==> src/rtl/cdb_pkg.sv <==
package cdb_pkg;

    typedef enum logic [1:0] {
        GR_WAIT = 2'd0,
        GR_EMIT = 2'd1,
        GR_DONE = 2'd2
    } greet_state_e;

    localparam logic [7:0] BLANK_CHAR = 8'h20;

endpackage

==> src/rtl/cdb_lane_steer.sv <==
module cdb_lane_steer #(
    parameter int NBYTES = 8,
    parameter int BW     = 8,
    localparam int AW    = $clog2(NBYTES),
    localparam int SZW   = AW + 1,
    localparam int DW    = NBYTES * BW
) (
    input  logic [AW-1:0]     off,
    input  logic [SZW-1:0]    size,
    input  logic [DW-1:0]     wdata,
    input  logic [DW-1:0]     store,
    output logic              size_ok,
    output logic [NBYTES-1:0] byte_wen,
    output logic [DW-1:0]     wbytes,
    output logic [DW-1:0]     rdata
);

    logic [BW-1:0] st_b [NBYTES];
    logic [BW-1:0] wd_b [NBYTES];

    // legal sizes: nonzero power of two no larger than the window
    assign size_ok = (size != '0)
                  && ((size & (size - SZW'(1))) == '0)
                  && (size <= SZW'(NBYTES));

    for (genvar g = 0; g < NBYTES; g++) begin : g_unpack
        assign st_b[g] = store[g*BW +: BW];
        assign wd_b[g] = wdata[g*BW +: BW];
    end

    // read side: access lane k pulls buffer index (off + k) mod NBYTES
    for (genvar k = 0; k < NBYTES; k++) begin : g_rd
        logic [AW-1:0] idx;
        assign idx = off + AW'(k);
        assign rdata[k*BW +: BW] = (size_ok && (SZW'(k) < size)) ? st_b[idx] : '0;
    end

    // write side: buffer index j takes access lane (j - off) mod NBYTES
    for (genvar j = 0; j < NBYTES; j++) begin : g_wr
        logic [AW-1:0] rel;
        assign rel = AW'(j) - off;
        assign byte_wen[j]       = size_ok && (SZW'(rel) < size);
        assign wbytes[j*BW +: BW] = wd_b[rel];
    end

endmodule

==> src/rtl/cdb_line_store.sv <==
module cdb_line_store #(
    parameter int NBYTES = 8,
    parameter int BW     = 8,
    localparam int DW    = NBYTES * BW
) (
    input  logic              clk,
    input  logic              rst_n,
    input  logic              wr_fire,
    input  logic [NBYTES-1:0] byte_wen,
    input  logic [DW-1:0]     wbytes,
    output logic [DW-1:0]     line_data,
    output logic              line_valid,
    output logic              line_cr
);

    always_ff @(posedge clk) begin
        if (!rst_n) begin
            line_data  <= '0;
            line_valid <= 1'b0;
            line_cr    <= 1'b0;
        end else begin
            line_valid <= wr_fire;
            line_cr    <= wr_fire;
            for (int j = 0; j < NBYTES; j++) begin
                if (wr_fire && byte_wen[j]) begin
                    line_data[j*BW +: BW] <= wbytes[j*BW +: BW];
                end
            end
        end
    end

    // without a write the stored line never moves
    p_hold_without_write_r10: assert property (@(posedge clk) disable iff (!rst_n)
        !wr_fire |=> $stable(line_data));

    // a write with no enabled byte leaves the line intact
    p_empty_mask_holds_r5: assert property (@(posedge clk) disable iff (!rst_n)
        (wr_fire && byte_wen == '0) |=> $stable(line_data));

endmodule

==> src/rtl/cdb_greet_fsm.sv <==
module cdb_greet_fsm
    import cdb_pkg::*;
#(
    parameter int BW = 8
) (
    input  logic          clk,
    input  logic          rst_n,
    input  logic          ready_in,
    output logic          greet_valid,
    output logic [BW-1:0] greet_char
);

    greet_state_e st, st_nxt;
    logic         ready_q;
    logic         ready_rise;

    assign ready_rise = ready_in && !ready_q;

    always_ff @(posedge clk) begin
        if (!rst_n) begin
            st      <= GR_WAIT;
            ready_q <= 1'b0;
        end else begin
            st      <= st_nxt;
            ready_q <= ready_in;
        end
    end

    always_comb begin
        st_nxt = st;
        unique case (st)
            GR_WAIT: if (ready_rise) st_nxt = GR_EMIT;
            GR_EMIT: st_nxt = GR_DONE;
            GR_DONE: st_nxt = GR_DONE;
            default: st_nxt = GR_WAIT;
        endcase
    end

    always_comb begin
        greet_valid = 1'b0;
        greet_char  = '0;
        unique case (st)
            GR_EMIT: begin
                greet_valid = 1'b1;
                greet_char  = BW'(BLANK_CHAR);
            end
            default: begin
                greet_valid = 1'b0;
                greet_char  = '0;
            end
        endcase
    end

    // terminal state is never left
    p_done_sticks_r9: assert property (@(posedge clk) disable iff (!rst_n)
        (st == GR_DONE) |=> (st == GR_DONE) && !greet_valid);

    // the greeting lasts exactly one cycle
    p_single_pulse_r8: assert property (@(posedge clk) disable iff (!rst_n)
        greet_valid |=> !greet_valid);

    // a greeting is always preceded by a sampled rising ready
    p_greet_after_rise_r8: assert property (@(posedge clk) disable iff (!rst_n)
        $rose(greet_valid) |-> $past(ready_in));

endmodule

==> src/rtl/char_line_buffer.sv <==
module char_line_buffer #(
    parameter int NBYTES = 8,
    parameter int BW     = 8,
    localparam int AW    = $clog2(NBYTES),
    localparam int SZW   = AW + 1,
    localparam int DW    = NBYTES * BW
) (
    input  logic           clk,
    input  logic           rst_n,
    input  logic           bus_req,
    input  logic           bus_we,
    input  logic [AW-1:0]  bus_off,
    input  logic [SZW-1:0] bus_size,
    input  logic [DW-1:0]  bus_wdata,
    output logic           bus_ack,
    output logic [DW-1:0]  bus_rdata,
    input  logic           disp_ready,
    output logic           greet_valid,
    output logic [BW-1:0]  greet_char,
    output logic           line_valid,
    output logic           line_cr,
    output logic [DW-1:0]  line_data
);

    logic              size_ok;
    logic [NBYTES-1:0] byte_wen;
    logic [DW-1:0]     wbytes;
    logic [DW-1:0]     steer_rdata;
    logic              wr_fire;
    logic              rd_fire;

    assign wr_fire = bus_req && bus_we;
    assign rd_fire = bus_req && !bus_we;

    cdb_lane_steer #(.NBYTES(NBYTES), .BW(BW)) u_steer (
        .off      (bus_off),
        .size     (bus_size),
        .wdata    (bus_wdata),
        .store    (line_data),
        .size_ok  (size_ok),
        .byte_wen (byte_wen),
        .wbytes   (wbytes),
        .rdata    (steer_rdata)
    );

    cdb_line_store #(.NBYTES(NBYTES), .BW(BW)) u_store (
        .clk        (clk),
        .rst_n      (rst_n),
        .wr_fire    (wr_fire),
        .byte_wen   (byte_wen),
        .wbytes     (wbytes),
        .line_data  (line_data),
        .line_valid (line_valid),
        .line_cr    (line_cr)
    );

    cdb_greet_fsm #(.BW(BW)) u_greet (
        .clk         (clk),
        .rst_n       (rst_n),
        .ready_in    (disp_ready),
        .greet_valid (greet_valid),
        .greet_char  (greet_char)
    );

    always_ff @(posedge clk) begin
        if (!rst_n) begin
            bus_ack   <= 1'b0;
            bus_rdata <= '0;
        end else begin
            bus_ack   <= bus_req;
            bus_rdata <= rd_fire ? steer_rdata : '0;
        end
    end

    // one acknowledge per request, none otherwise
    p_ack_follows_req_r2: assert property (@(posedge clk) disable iff (!rst_n)
        bus_req |=> bus_ack);
    p_no_spurious_ack_r2: assert property (@(posedge clk) disable iff (!rst_n)
        !bus_req |=> !bus_ack);

    // every write request refreshes the display with its marker
    p_refresh_on_write_r6: assert property (@(posedge clk) disable iff (!rst_n)
        (bus_req && bus_we) |=> (line_valid && line_cr));

    // no refresh without a write
    p_no_refresh_otherwise_r10: assert property (@(posedge clk) disable iff (!rst_n)
        !(bus_req && bus_we) |=> !line_valid);

    // single-byte reads leave all upper lanes zero
    p_narrow_read_upper_zero_r4: assert property (@(posedge clk) disable iff (!rst_n)
        (bus_req && !bus_we && bus_size == SZW'(1)) |=> (bus_rdata[DW-1:BW] == '0));

    // illegal sizes neither change the line nor return data
    p_illegal_write_holds_r7: assert property (@(posedge clk) disable iff (!rst_n)
        (bus_req && bus_we && !size_ok) |=> $stable(line_data));
    p_illegal_read_zero_r7: assert property (@(posedge clk) disable iff (!rst_n)
        (bus_req && !bus_we && !size_ok) |=> (bus_rdata == '0));

endmodule

==> config.mk <==
export PLATFORM = sky130hd
export DESIGN_NAME = char_line_buffer
export DESIGN_NICKNAME = d
export VERILOG_FILES = /design/src/rtl/cdb_pkg.sv /design/src/rtl/cdb_lane_steer.sv /design/src/rtl/cdb_line_store.sv /design/src/rtl/cdb_greet_fsm.sv /design/src/rtl/char_line_buffer.sv
export SDC_FILE = /design/constraint.sdc
export NUM_CORES = 1
export LEC_CHECK = 0
export BUFFER_PORTS_ARGS = -buffer_cell sky130_fd_sc_hd__buf_2
export CORE_ASPECT_RATIO = 0.6
export CORE_MARGIN = 4
export CORE_UTILIZATION = 30
export CTS_BUF_LIST = sky130_fd_sc_hd__clkbuf_8
export CTS_CLUSTER_DIAMETER = 80
export CTS_CLUSTER_SIZE = 8
export DETAILED_ROUTE_END_ITERATION = 6
export PLACE_DENSITY_LB_ADDON = 0.3
export SLEW_MARGIN = 20
export SYNTH_ARGS = -nofsm -noshare
export SYNTH_HDL_FRONTEND = slang
export SYNTH_HIERARCHICAL = 1
export SYNTH_SLANG_ARGS = --single-unit
==> constraint.sdc <==
create_clock -name clk -period 3.6 [get_ports clk]
set_input_delay 0.18 -clock clk [delete_from_list [all_inputs] [get_ports clk]]
set_output_delay 0.18 -clock clk [all_outputs]
set_load 0.03 [all_outputs]
After elaboration in Yosys (flattened, before gate mapping) --
Index checks and enable logic that the tools add are counted.
Operators by class: bitwise gates (word level) 17, $lt $le $gt $ge 33, equal/unequal tests 3, $add $sub $neg 16, mux-type cells 52, reductions and logical operators 43
Operators by type and width (number):
- binary-select mux 8 bit (select 3 bit) | 16
- two-way mux 8 bit | 32
- >= comparator 4 bit (second input constant) | 16
- NOT 3 -> 4 bit | 16
- < comparator 3 x 4 -> 1 bit | 8
- logical AND 1 bit | 29
- AND reduction 3 bit | 8
- < comparator 3 x 4 -> 1 bit (first input constant) | 4
- adder 3 bit (second input constant) | 4
- subtractor 3 bit (first input constant) | 4
- < comparator 1 x 4 -> 1 bit (first input constant) | 2
- < comparator 2 x 4 -> 1 bit (first input constant) | 2
- adder 3 x 2 -> 3 bit (second input constant) | 2
- two-way mux 6 bit | 1
- subtractor 1 x 3 -> 3 bit (first input constant) | 2
- subtractor 2 x 3 -> 3 bit (first input constant) | 2
- AND 4 bit | 1
- <= comparator 4 bit (second input constant) | 1
- logical NOT 4 bit | 1
- case mux 2 bit (2 select lines) | 1
- nonzero test 4 bit | 1
- subtractor 4 x 1 -> 4 bit (second input constant) | 1
- adder 3 x 1 -> 3 bit (second input constant) | 1
- == test 2 x 1 -> 1 bit (second input constant) | 1
- 7 further kinds | 8
Word-level totals: input port bits 76, flip-flop bits (word level) 133, output and inout port bits 140, word-level logic and storage cells 184

Depth between registers and ports, before layout --
Gate-level depths: netlist of the first run.
word-level depth 7, depth in mapped cells 17, mapped depth without buffers 9

Modules after synthesis --
The synthesis of the first run kept the hierarchy.
By module, submodules not included:
- cdb_lane_steer | cells an instance 638, sequential area each 0.0 µm², area each 5305.1 µm², times used 1
- cdb_line_store | cells an instance 305, sequential area each 1301.2 µm², area each 2560.0 µm², times used 1
- char_line_buffer | cells an instance 152, sequential area each 1301.2 µm², area each 2124.5 µm², times used 1
- cdb_greet_fsm | cells an instance 26, sequential area each 60.1 µm², area each 232.7 µm², times used 1

Least setup slack after synthesis of the first run --
No wires, ideal clock.
kind input-to-reg, from in bus_off[0], to reg u_store.line_data[16], path buffers 8, required time 3.482 ns, library setup time 0.118 ns, arrival 2.827 ns, cell stages on the path 17, slack 0.655 ns, cells stage by stage buf_6 -> buf_8 -> buf_6 -> buf_2 -> inv_1 -> ha_1 -> buf_2 -> buf_2 -> inv_1 -> ha_1 -> a21o_1 -> a21o_1 -> a21oi_1 -> buf_6 -> and2_1 -> buf_2 -> o21ai_1
Between the ends: elaborated cells on any way between the ends 8, those cells by class 1 x add/sub; 1 x order compare; 3 x mux; 1 x bitwise; 2 x reduce/logical
RTL lines:
- from (decl) | RTL line char_line_buffer.sv:12 | input logic [AW-1:0] bus_off,
- subtractor 2 x 3 -> 3 bit | RTL line cdb_lane_steer.sv:41 | assign rel = AW'(j) - off;
- < comparator 3 x 4 -> 1 bit | RTL line cdb_lane_steer.sv:42 | assign byte_wen[j] = size_ok && (SZW'(rel) < size);
- logical AND 1 bit | RTL line cdb_lane_steer.sv:42
- net byte_wen[2] | RTL line char_line_buffer.sv:26 | logic [NBYTES-1:0] byte_wen;
- logical AND 1 bit | RTL line cdb_line_store.sv:25 | if (wr_fire && byte_wen[j]) begin
- to (signal, indexed assignment) | RTL line cdb_line_store.sv:26 | line_data[j*BW +: BW] <= wbytes[j*BW +: BW];
- to (decl) | RTL line cdb_line_store.sv:11 | output logic [DW-1:0] line_data,
The timed path passes the listed nets, and every way through them passes these cells. The select of a mux whose other input is x is not followed. A chain may end at the register's enable or synchronous reset.

Worst setup path after layout of the first run --
from in bus_off[2], to reg u_store.line_data[41]
Between the ends: elaborated cells on any way between the ends 8, those cells by class 1 x add/sub; 1 x order compare; 3 x mux; 1 x bitwise; 2 x reduce/logical
RTL lines (RTL line):
- subtractor 3 bit | cdb_lane_steer.sv:41
- < comparator 3 x 4 -> 1 bit | cdb_lane_steer.sv:42
- logical AND 1 bit | cdb_lane_steer.sv:42
- net byte_wen[5] | char_line_buffer.sv:26
- logical AND 1 bit | cdb_line_store.sv:25
The timed path passes the listed nets, and every way through them passes these cells. The select of a mux whose other input is x is not followed.

==> impl_metrics.tcl, run 1 <==
set metrics [dict create \
    outcome "completed" \
    clock_path_buffers 2 \
    finalHoldViolations 0 \
    root_buffer "clkbuf_8" \
    initial_core_util_pct 30.4 \
    grt-ovfl-total 0 \
    start_kind "input port" \
    crit_chain "buf_2, xor2_2, buf_4, inv_1, ha_1, a21o_1, a21oi_1, buf_4, and2_1, o21ai_1" \
    postPlaceCellArea_mm2 0.0113 \
    area_delta_synth_final_pct 14.6 \
    crit_family "buffers and inverters" \
    min_to "u_store/line_data[53]" \
    skew_ps 21.9 \
    max_stage_delay_ps 650 \
    cts_tree "yes" \
    diodes 0 \
    finalCritPeriodShare_pct 62.8 \
    drive_above_1_share_pct 30.8 \
    drt-total-wl_um 40200 \
    cts_sinks 133 \
    pre_cts_ws_ps 879 \
    rr_worst_depth 4 \
    h-tree-depth 4 \
    r2r-start "u_store/line_data[15]" \
    drc 0 \
    worstPathRequired_ps 3970 \
    reg2reg_setup_slack_ps 1940 \
    holdPathStages 6 \
    critPathBufInv 4 \
    final_util_pct 34.8 \
    crit_type "input port to register" \
    clk_latency_ps 490 \
    max_freq_mhz 443 \
    hold_start "bus_wdata[37]" \
    n_fill_cell 3461 \
    die-area_mm2 0.0372 \
    netlist_area_mm2 0.0102 \
    syn_inst 1120 \
    cp_common_cell "buf_4" \
    drtAntennaViolNets 0 \
    cp_num_cells 10 \
    die_w_um 246 \
    fin_nets 1349 \
    via_per_inst 5.62 \
    ys.warnings.count 6 \
    fin_cells 1728 \
    setup_tns_ps 0 \
    ctsHoldBuffers 1 \
    relSlewSlack_pct 37.0 \
    cp-end-kind "register" \
    portBuffers 208 \
    grt_pass1_wl_um 58900 \
    r2r_end "bus_rdata[63]" \
    cp_max_fo 37 \
    holdCritPathClass "input port to register" \
    vias 9711 \
    p_leak_nw 4.99 \
    grt_pass1_vias 8885 \
    track_usage_pct 21.4 \
    core_area_mm2 0.0336 \
    timing.hold.ws_ps 323 \
    grt_max_degree 116 \
    setup_viol 0 \
    cap_violations 0 \
    dp_cells 1695 \
    post-dp-hpwl_um 30400 \
    antenna_found_initial 0 \
    drt_iter0_drc 1239 \
    syn_avg_cell_area_um2 9.12 \
    numCtsBuffers 17 \
    worst_slack_ps 1340 \
    peakVddDrop_v 0.000227 \
    ctsResizeCount 0 \
    rsz0062_at_grt "false" \
    worst_slew_pin_slew_ps 945 \
    drt-wirelength-per-cell_um 23.3 \
    worstPathArrival_ps 2630 \
    post_cts_buffers 0 \
    finalInstanceArea_mm2 0.0117 \
    ios 216 \
    routabilityCongestion 0.920 \
    crit_slowest_cell "buf_2" \
    power.total_mw 3.94 \
    dieHeight_um 151 \
    clkSlewWorstSetupHoldPaths_ps 90 \
    slew_viol_final 0 \
    min_period_ps 2260 \
    pwr_density_cell_mw_per_mm2 337 \
    firstDrtPassIters 6 \
    fp-row-count 52 \
]
## where the power goes
group / switching (mW) / leakage [nW] / internal, mW / total, mW
combinational: 0.705 / 3.73 / 0.424 / 1.13
sequential: 0.0562 / 1.07 / 1.50 / 1.56
clock: 0.664 / 0.186 / 0.588 / 1.25
## cell usage in the layout (no fill, tap or decap), types with 2 or more instances in the layout
master,instances
nand2_1,391
buf_2,205
dfxtp_1,133
mux4_2,112
a21oi_1,73
o21ai_1,66
nand4_1,64
and4b_1,61
buf_4,30
clkbuf_8,19
ha_1,16
mux4_1,16
inv_1,14
and2_1,11
a21o_1,11
conb_1,7
clkinvlp_4,4
inv_6,4
and4b_2,3
clkinv_2,2
clkinv_4,2
mux2i_1,2
xor2_2,2
xor2_1,2
o21ai_0,2
nor2_1,2
buf_12,2
## flip-flops by register name, indices dropped and copies added, names as in the netlist
signal and count:
bus_ack 1, bus_rdata 64, u_greet/ready_q 1, u_greet/st 2, u_store/line_cr 1, u_store/line_data 64
## worst max path at each step
stage	slack (ps)	to	start
floorplan	650	u_store/line_data[16]	bus_off[0]
global placement	940	u_store/line_data[55]	bus_off[2]
detailed placement	880	u_store/line_data[50]	bus_off[2]
CTS	1420	u_store/line_data[51]	bus_off[2]
global route	1150	u_store/line_data[50]	bus_off[2]
finish	1340	u_store/line_data[41]	bus_off[2]
## per-layer routing
| layer | GRT usage [%] | up-vias | share of wire (%) |
|---|---|---|---|
| met5 | 0 | - | 0 |
| met1 | 31.2 | 4737 | 45 |
| met2 | 29.7 | 576 | 41 |
| met4 | 4.48 | 0 | 1.3 |
| li1 | - | 4356 | - |
| met3 | 8.42 | 42 | 13 |
## worst register-to-register path, cell delays in order (launching register included)
cell     delay [ps]
dfxtp_1         590
mux4_2          350
nand2_1          60
a21oi_1         320
and4b_1         280
## area by class of cell
| class | instances | area, um^2 | area share (%) |
|---|---|---|---|
| well taps | 459 | 574 | 4.91 |
| repair buffers | 239 | 1310 | 11.2 |
| clock buffers | 19 | 262 | 2.23 |
| flip-flops and latches | 133 | 2660 | 22.7 |
| inverters | 15 | 56.3 | 0.481 |
| multi-input cells | 850 | 6720 | 57.4 |
| clock inverters | 13 | 123 | 1.05 |
No activity file was read; power rests on OpenSTA's default activity.
==> inputs of run 2 (changes only) <==
==> constraint.sdc (replaced) <==
create_clock -name clk -period 2 [get_ports clk]
set_input_delay 0.1 -clock clk [delete_from_list [all_inputs] [get_ports clk]]
set_output_delay 0.1 -clock clk [all_outputs]
set_load 0.03 [all_outputs]
==> impl_metrics.tcl, run 2 (synthesis results as in run 1) <==
set metrics [dict create \
    finalCritPeriodShare_pct 83.3 \
    worst_slew_pin_slew_ps 574 \
    root_buffer "clkbuf_8" \
    rsz0062_at_grt "false" \
    track_usage_pct 21.8 \
    r2r-start "u_store/line_data[31]" \
    drt-total-wl_um 41000 \
    crit_start "u_store/line_data[31]" \
    worst_slack_ps 334 \
    crit_type "register to register" \
    p_leak_nw 5.14 \
    numCtsBuffers 17 \
    min_period_ps 1670 \
    clock_path_buffers 2 \
    finalHoldViolations 0 \
    multi_input_area_mm2 0.00678 \
    skew_ps 24.4 \
    setup_viol 0 \
    holdCritPathClass "input port to register" \
    crit_path_end "bus_rdata[31]" \
    clk_latency_ps 490 \
    finalInstanceArea_mm2 0.0120 \
    worstPathRequired_ps 2420 \
    h-tree-depth 4 \
    postPlaceCellArea_mm2 0.0116 \
    firstDrtPassIters 7 \
    ctsResizeCount 0 \
    drt-wirelength-per-cell_um 23.4 \
    setup_tns_ps 0 \
    vias 9804 \
    ios 216 \
    drc 1 \
    fp-row-count 52 \
    peakVddDrop_v 0.000412 \
    grt-ovfl-total 0 \
    drtAntennaViolNets 0 \
    die_w_um 246 \
    n_fill_cell 3446 \
    drive_above_1_share_pct 32.6 \
    via_per_inst 5.61 \
    pre_cts_ws_ps -63.5 \
    slew_viol_final 0 \
    worstPathArrival_ps 2080 \
    clkSlewWorstSetupHoldPaths_ps 100 \
    layout_commonest_cell "nand2_1" \
    area_delta_synth_final_pct 17.8 \
    grt_use_met1_pct 31.4 \
    violations "DRC" \
    crit_chain "mux4_2, nand2_1, a21oi_1, and4b_1" \
    seq_area_mm2 0.00266 \
    cp-end-kind "register" \
    dp_cells 1715 \
    diodes 0 \
    use_met3_pct 8.60 \
    cts_sinks 133 \
    post_cts_buffers 0 \
    reg2reg_setup_slack_ps 330 \
    max_stage_delay_ps 690 \
    fin_nets 1369 \
    start_kind "register" \
    reg_top3 "bus_rdata: 64 flops, u_store/line_data: 64 flops, u_greet/st: 2 flops" \
    grt_max_degree 71 \
    outcome "complete, but fails checks" \
    cts_tree "yes" \
    dieHeight_um 151 \
    ctsHoldBuffers 1 \
    drt_iter0_drc 1380 \
    relSlewSlack_pct 61.7 \
    r2r_end "bus_rdata[31]" \
    antenna_found_initial 1 \
    final_util_pct 35.8 \
    portBuffers 208 \
    initial_core_util_pct 30.4 \
    cap_violations 0 \
    post-dp-hpwl_um 31200 \
    pwr_density_cell_mw_per_mm2 604 \
    power.total_mw 7.27 \
    crit_slowest_cell "dfxtp_1" \
    max_freq_mhz 600 \
    cp_max_fo 6 \
    layout_common_cells "nand2_1, buf_2, dfxtp_1" \
    die-area_mm2 0.0372 \
    grtUsageMet2_pct 31.2 \
    timing.hold.ws_ps 99.5 \
    core_area_mm2 0.0336 \
    grt_pass1_wl_um 59400 \
    fin_cells 1747 \
    grt_pass1_vias 9038 \
    rr_worst_depth 4 \
    routabilityCongestion 0.930 \
    grt_busiest_layer "met1" \
]
## run 2: cell count changes in the layout (fill, tap and decap cells not counted), sizes merged
| cell | delta |
|---|---|
| buf | +20 |
| inv | +1 |
| clkbuf | -1 |
| bufinv | +1 |
| clkinv | -2 |
## run 2: worst min-delay path by stage
stage | start | cells past startpoint | to
after detailed placement | disp_ready | 2 | u_greet/ready_q
after floorplan | disp_ready | 1 | u_greet/ready_q
after global placement | disp_ready | 2 | u_greet/ready_q
after CTS | rst_n | 3 | u_store/line_data[62]
after global routing | rst_n | 3 | u_store/line_data[62]
final | rst_n | 3 | u_store/line_data[46]
## run 2: cell type report
class                           instances  share of cell area, %
Clock buffer                           18                   2.06
Clock inverter                         13                   1.11
Inverter                               15                  0.468
Multi-Input combinational cell        850                   56.4
Sequential cell                       133                   22.1
Tap cell                              459                   4.77
Timing Repair Buffer                  259                   13.1
## run 2: layer usage
layer	up-vias	part of all wire, %
met5	-	0.024
li1	4392	-
met4	2	1.4
met2	553	41
met1	4812	44
met3	45	14
## run 2: worst max-delay path, delay by kind of cell, from the launching register on
kind               cells  cell delay [ps]
AOI/OAI and AO/OA      1              270
DFF                    1              690
muxes                  1              350
and+or+nand+nor        2              290
## run 2: power by group
| group | switching (mW) | internal (mW) | leakage, nW |
|---|---|---|---|
| Clock | 1.22 | 1.13 | 0.190 |
| Combinational | 1.28 | 0.831 | 3.87 |
| Sequential | 0.103 | 2.70 | 1.07 |
==> inputs of run 3 (changes only) <==
==> constraint.sdc (replaced) <==
create_clock -name clk -period 1.6 [get_ports clk]
set_input_delay 0.08 -clock clk [delete_from_list [all_inputs] [get_ports clk]]
set_output_delay 0.08 -clock clk [all_outputs]
set_load 0.03 [all_outputs]
==> impl_metrics.tcl, run 3 (synthesis results as in run 1) <==
set metrics [dict create \
    die-area_mm2 0.0372 \
    setup_tns_ps -13.9 \
    p_leak_nw 5.35 \
    clkPwrFrac_pct 30.7 \
    max_stage_delay_ps 600 \
    power_switching_mw 3.29 \
    crit_slowest_cell "dfxtp_1" \
    skew_ps 20.7 \
    min_to "u_store/line_data[52]" \
    root_buffer "clkbuf_8" \
    holdCritPathClass "input port to register" \
    dieHeight_um 151 \
    rsz0062_at_grt "false" \
    comb_power_share_pct 30.5 \
    rr_worst_depth 4 \
    die_w_um 246 \
    hold_start "rst_n" \
    grt_pass1_vias 9392 \
    dp_cells 1756 \
    portBuffers 208 \
    grt_max_degree 66 \
    vias 10000 \
    fin_cells 1790 \
    final_util_pct 36.9 \
    min_period_ps 1610 \
    track_usage_pct 22.5 \
    pwr_density_cell_mw_per_mm2 732 \
    worstPathArrival_ps 2020 \
    drt_iter0_drc 1555 \
    swShare_pct 36.2 \
    start_kind "register" \
    grt_pass1_wl_um 62000 \
    postPlaceCellArea_mm2 0.0120 \
    holdPathStages 3 \
    crit_family "flip-flops" \
    clkSlewWorstSetupHoldPaths_ps 90 \
    initial_core_util_pct 30.4 \
    layout_common_cells "nand2_1, buf_2, dfxtp_1" \
    finalCritPeriodShare_pct 101 \
    power_frac_seq_pct 38.7 \
    layout_commonest_cell "nand2_1" \
    internal-power_mw 5.80 \
    grt-ovfl-total 0 \
    drive_above_1_share_pct 35.6 \
    h-tree-depth 4 \
    cp_max_fo 6 \
    cts_tree "yes" \
    cp-end-kind "register" \
    crit_type "register to register" \
    worst_slack_ps -13.9 \
    cts_sinks 133 \
    critPathBufInv 0 \
    power.total_mw 9.09 \
    drt-total-wl_um 41800 \
    finalHoldViolations 0 \
    ios 216 \
    fin_nets 1410 \
    firstDrtPassIters 6 \
    numCtsBuffers 17 \
    violations "setup timing" \
    fp-row-count 52 \
    drc 0 \
    clock_path_buffers 2 \
    drt-wirelength-per-cell_um 23.4 \
    max_freq_mhz 620 \
    relSlewSlack_pct 64.0 \
    antenna_found_initial 3 \
    crit_chain "mux4_2, nand2_1, a21oi_1, and4b_1" \
    area_delta_synth_final_pct 21.5 \
    reg_top3 "bus_rdata: 64 flops, u_store/line_data: 64 flops, u_greet/st: 2 flops" \
    drtAntennaViolNets 0 \
    cap_violations 0 \
    reg2reg_setup_slack_ps -10 \
    r2r-start "u_store/line_data[32]" \
    outcome "complete, but fails checks" \
    peakVddDrop_v 0.000525 \
    via_per_inst 5.60 \
    worstPathRequired_ps 2000 \
    finalInstanceArea_mm2 0.0124 \
    worst_slew_pin_slew_ps 540 \
    clk_latency_ps 480 \
    setup_viol 1 \
    r2r_end "bus_rdata[8]" \
    routabilityCongestion 0.980 \
    core_area_mm2 0.0336 \
    post-dp-hpwl_um 32200 \
    slew_viol_final 0 \
]
[run 3: cell count changes in the layout (fill, tap and decap cells not counted), sizes merged]
cell | previous run | this run
diode | 0 | 1
inv | 19 | 16
bufinv | 2 | 1
buf | 258 | 299
clkinv | 3 | 6
clkinvlp | 4 | 6
[run 3: how the worst max path moves through the flow]
stage / slack [ps] / cells after the start / startpoint / to
floorplan: -770 / 17 / bus_off[0] / u_store/line_data[23]
global route: 0.8 / 4 / u_store/line_data[1] / bus_rdata[1]
detailed placement: -330 / 10 / bus_off[1] / u_store/line_data[33]
CTS: 60 / 4 / u_store/line_data[1] / bus_rdata[1]
global placement: -320 / 7 / bus_off[1] / bus_rdata[34]
finish: -10 / 4 / u_store/line_data[32] / bus_rdata[8]
[run 3: power groups by stage]
stage | logic [mW] | clock network (mW) | registers [mW]
floorplan | 1.85 | 0 | 3.61
global placement | 2.69 | 0 | 3.59
detailed placement | 2.73 | 0 | 3.59
CTS | 2.74 | 2.86 | 3.51
global route | 2.99 | 2.99 | 3.53
finish | 2.78 | 2.79 | 3.52
[run 3: cell type report]
type / instances / area (um^2)
Fill cell: 3426 / 21200
Multi-Input combinational cell: 850 / 6800
Sequential cell: 133 / 2670
Timing Repair Buffer: 300 / 1930
Tap cell: 459 / 574
Clock buffer: 18 / 248
Clock inverter: 14 / 129
Inverter: 15 / 56.3
Antenna cell: 1 / 2.50
[run 3: through the flow]
stage	hold slack [ps]	setup slack [ps]
after global routing	49.7	0.846
after CTS	26.5	59.5
after floorplan	202	-767
after global placement	331	-321
after detailed placement	343	-326
final	73.2	-13.9
[run 3: worst min-delay path, delay by kind of cell]
kind                   cells  cell delay [ps]
buffers and inverters      1              240
and+or+nand+nor            1              110
AOI/OAI and AO/OA          1               60
[run 3: per-layer routing]
metal	share of wire, %	track usage (%)
met1	44	33.3
met2	41	31.6
met3	13	7.68
met4	1.2	4.51
met5	0.048	0
[run 3: timing repair]
| action | in CTS | in global routing |
|---|---|---|
| endpoints found under the hold margin | 3 | 0 |
| setup endpoints to repair | 0 | 4 |
| gates resized for setup | 0 | 5 |
| hold buffers | 1 | 0 |
| setup buffers | 0 | 0 |
